## config.mk

```make
export PLATFORM = sky130hd
export DESIGN_NAME = gated_pulse_counter
export DESIGN_NICKNAME = d
export VERILOG_FILES = /design/src/rtl/gated_pulse_counter.sv
export SDC_FILE = /design/constraint.sdc
export NUM_CORES = 1
export LEC_CHECK = 0
export ABC_CLOCK_PERIOD_IN_PS = 2800
export BUFFER_PORTS_ARGS = -buffer_cell sky130_fd_sc_hd__clkbuf_2
export CAP_MARGIN = 20
export CORE_ASPECT_RATIO = 1.2
export CORE_MARGIN = 10
export CORE_UTILIZATION = 50
export DETAILED_ROUTE_END_ITERATION = 7
export GPL_ROUTABILITY_DRIVEN = 0
export PLACE_DENSITY = 0.78
export SLEW_MARGIN = 0
export SYNTH_ARGS = -nofsm -noshare
export SYNTH_HDL_FRONTEND = slang
export SYNTH_SLANG_ARGS = --single-unit
export TNS_END_PERCENT = 5
```

## constraint.sdc

```tcl
create_clock -name clk -period 2.8 [get_ports clk]
set_input_delay 0 -clock clk [delete_from_list [all_inputs] [get_ports clk]]
set_output_delay 0 -clock clk [all_outputs]
set_load 0.03 [all_outputs]
```

## src/rtl/gated_pulse_counter.sv

```systemverilog
module gated_pulse_counter #(
  parameter int CNT_W    = 16,
  parameter int TOP      = 20000,
  parameter int FILT_LEN = 8
) (
  input  logic             clk,
  input  logic             rst_n,
  input  logic             cnt_in,
  input  logic             gate_in,
  output logic [CNT_W-1:0] count_o,
  output logic             valid_o,
  output logic             ovf_o
);
  localparam int RUN_W = (FILT_LEN > 2) ? $clog2(FILT_LEN) : 1;
  localparam logic [RUN_W-1:0] RUN_LAST = RUN_W'(FILT_LEN - 1);
  localparam logic [CNT_W-1:0] TOP_V    = CNT_W'(TOP);

  logic [1:0]       gsync, csync;
  logic             gate_d, filt;
  logic [RUN_W-1:0] run;
  logic [CNT_W-1:0] cnt_q;
  logic             ovf_q;

  wire gate_s    = gsync[1];
  wire gate_rise = gate_s & ~gate_d;
  wire gate_fall = ~gate_s & gate_d;
  wire differs   = csync[1] != filt;
  wire accept    = differs && (run == RUN_LAST);
  wire cnt_edge  = accept && csync[1];
  wire at_top    = cnt_q == TOP_V;

  always_ff @(posedge clk) begin
    if (!rst_n) begin
      gsync  <= '0;
      csync  <= '0;
      gate_d <= 1'b0;
    end else begin
      gsync  <= {gsync[0], gate_in};
      csync  <= {csync[0], cnt_in};
      gate_d <= gate_s;
    end
  end

  always_ff @(posedge clk) begin
    if (!rst_n) begin
      filt <= 1'b0;
      run  <= '0;
    end else if (!differs) begin
      run <= '0;
    end else if (accept) begin
      filt <= csync[1];
      run  <= '0;
    end else begin
      run <= run + 1'b1;
    end
  end

  always_ff @(posedge clk) begin
    if (!rst_n) begin
      cnt_q <= '0;
      ovf_q <= 1'b0;
    end else if (gate_rise) begin
      cnt_q <= '0;
      ovf_q <= 1'b0;
    end else if (gate_s && cnt_edge) begin
      if (at_top) begin
        cnt_q <= '0;
        ovf_q <= 1'b1;
      end else begin
        cnt_q <= cnt_q + 1'b1;
      end
    end
  end

  always_ff @(posedge clk) begin
    if (!rst_n) begin
      count_o <= '0;
      ovf_o   <= 1'b0;
      valid_o <= 1'b0;
    end else begin
      valid_o <= gate_fall;
      if (gate_fall) begin
        count_o <= cnt_q;
        ovf_o   <= ovf_q;
      end
    end
  end
endmodule

```

==> results.toml <==
[placement]
hpwlAfterDp_mm = 2.592
dp_slack_ps = 669.7
place_inst = 255
place_area_um2 = 1938
io_buffers = 21

[global_routing]
antenna_found_initial = 0
grt_use_total_pct = 12.29
first_global_vias = 1440
grt_max_degree = 27
grt_pass1_wl_mm = 6.327
overflow = 0

[power]
total_power_mw = 1.131
combinationalPowerShare_pct = 2.4
clkPwrFrac_pct = 41.8
seqPwrFrac_pct = 55.8
ir_drop_mv = 0.3670
internal_power_mw = 0.9039
power.static_leakage_nw = 0.7400
switchingPower_mw = 0.2268
switching_share_pct = 20.06
p_per_area_nw_per_um2 = 546.4

[detailed_routing]
dr.pass1.iters = 4
dr.first_iter.drc_count = 80
drt-total-wl_mm = 3.467
wl_met3_um = 195
via_per_inst = 5.306
drc_errors = 0
dr_wl_met2_mm = 1.725
wl_met1_mm = 1.469
wl_per_cell_um = 13.08
vias = 1406
ant_nets = 0
routed.top_layer = "met4"

[critical_path]
crit_family = "simple AND/OR/NAND/NOR gates"
r2r_slack_ps = 650
crit_type = "flop to flop"
crit_path_top_delay_cell = "or4_1"
critPathMaxStageDelay_ps = 500
cp_common_cell = "ha_1"
setup.worst_path.end_class = "flop"
worstPathArrival_ps = 2380
cp_cell_sequence = "ha_1 -> ha_1 -> nand4b_1 -> or2_0 -> or4_1 -> a21oi_1"
crit_required_ps = 3030
path_buf_inv = 0
r2r-end = "cnt_q[11]$_SDFFE_PP0P_"
worstPathMaxFanout = 9
r2r_start = "run[0]$_SDFF_PP0_"
setup.worst_path.start_class = "flop"
reg2regPathDepth = 6

[timing]
min_period_ps = 2148
tightestPinTransition_ps = 643.5
fmaxAchievable_ghz = 0.4656
holdWs_ps = 202.6
hold_viol = 0
setup_viol = 0
period_share_pct = 76.71
rsz0062_at_grt = "false"
final.setup.worst_slack_ps = 652.2
finClkSkew_ps = 4.756
final_max_slew_viol_count = 0
setup_tns_ps = 0
slew_headroom_pct = 57.10

[yosys]
yosys_register_bits = 44
yosysTopAreaCell = "dfxtp_1"
synthTopCellsByArea = "dfxtp_1 49%, nand2_1 9.2%, a21boi_0 7.5%"
syn_avg_cell_area_um2 = 8.876
ys_seq_area_share_pct = 48.89
ys_warn_count = 0
yosysUniqueCellTypes = 37
synthTopCellsByCount = "44 x dfxtp_1, 44 x nand2_1, 18 x a21boi_0"
synth.cell_area_um2 = 1802
syn-num-nets = 211
synth_ff_type = "dfxtp_1"
async_flop_share_pct = 0
netlist.area_leader.share_pct = 48.89
synth-edff-count = 0
syn_inst = 203

[die]
fp.coreArea_um2 = 3396
die_h_um = 85.76
start_util_pct = 53.06
die_x_um = 74.80
ios = 22
row_count = 23
fp.dieArea_um2 = 6415

[clock_tree]
clk_pin_slew_ps = 80
cts_root_buf = "clkbuf_8"
ctsHoldBuffers = 2
clock-sinks = 44
clk_latency_ps = 300
cts_made_buffers = 5
postCtsSetupBuffers = 0
cts_max_path_buffers = 2
h-tree-depth = 2
tritoncts = "yes"
cts_resized = 0

[layout]
area_growth_pct = 14.86
multi_input_area_um2 = 872.1
design_area_um2 = 2069
fillers = 302
final_cells = 265
nets = 235
regArea_um2 = 880.8
final_util_pct = 60.94
drive_gt1_share_pct = 16.23
antenna_cells = 0

[job]
max-cap-violations = 0

[hold_path]
whs_path_depth = 2
min_from = "rst_n"
min_to = "count_o[8]$_SDFFE_PN0P_"
hp-class = "primary input to flop"

[outcome]
outcome = "completed"
[layout make-up]
cell class	count	area share [%]
clock inverter	3	2.056
timing repair buffer	25	6.771
clock buffer	5	3.325
inverter	5	0.9069
sequential	44	42.56
multi-input combinational	146	42.14
tap	37	2.237
[cell families after synthesis]
group                    after synthesis  synth area share, %
AO/OA/AOI/OAI                         32                12.15
XOR/XNOR                              10                4.861
adder cells (fa/ha/maj)                4                2.778
buffers and inverters                 13                2.709
flip-flops                            44                48.89
multiplexers                           1               0.5556
AND/OR/NAND/NOR                       99                28.06
[cells in the final DEF (no fill, tap or decap), drive strengths merged, types with 2 or more instances in the layout]
master	instances
clkbuf	26
or2	2
nor2	13
buf	2
or4	3
nand2	44
dlygate4sd3	2
a21boi	18
a21oi	6
xnor2	7
o31ai	2
nor2b	2
inv	5
nand4	2
ha	4
nor3	4
xor2	3
dfxtp	44
nor4	4
and2	9
nand3	7
o21ai	3
[power groups by stage]
stage / registers, mW / logic (mW) / clock network (mW)
3_5_place_dp: 0.646 / 0.0254 / 0
3_3_place_gp: 0.645 / 0.0250 / 0
4_1_cts: 0.631 / 0.0276 / 0.484
5_1_grt: 0.631 / 0.0311 / 0.507
2_1_floorplan: 0.646 / 0.0165 / 0
6_report: 0.631 / 0.0272 / 0.473
[flip-flops by register name, summed over array words and instances (netlist names)]
register  flops
cnt_q        16
count_o      16
run           3
csync         2
gsync         2
filt          1
gate_d        1
ovf_o         1
ovf_q         1
valid_o       1
[worst max path at each step]
stage | start | end | slack (ps) | depth (start not counted)
after global routing | run[0]$_SDFF_PP0_ | cnt_q[11]$_SDFFE_PP0P_ | 470 | 6
final | run[0]$_SDFF_PP0_ | cnt_q[11]$_SDFFE_PP0P_ | 650 | 6
after global placement | run[0]$_SDFF_PP0_ | cnt_q[11]$_SDFFE_PP0P_ | 770 | 6
after CTS | run[0]$_SDFF_PP0_ | cnt_q[11]$_SDFFE_PP0P_ | 640 | 6
after detailed placement | run[0]$_SDFF_PP0_ | cnt_q[11]$_SDFFE_PP0P_ | 670 | 6
after floorplan | run[0]$_SDFF_PP0_ | cnt_q[11]$_SDFFE_PP0P_ | 880 | 6
[routing by layer]
layer / track usage (%) / vias up
met5: 0 / -
met4: 6.379 / 0
met3: 2.999 / 9
met2: 21.43 / 33
met1: 13.18 / 632
li1: - / 732
[worst register-to-register path, cell delays in order (launching register included)]
cell      delay [ps]
dfxtp_1          340
ha_1             160
ha_1             210
nand4b_1         320
or2_0            410
or4_1            500
a21oi_1          150
(Power assumes the default switching activity.)
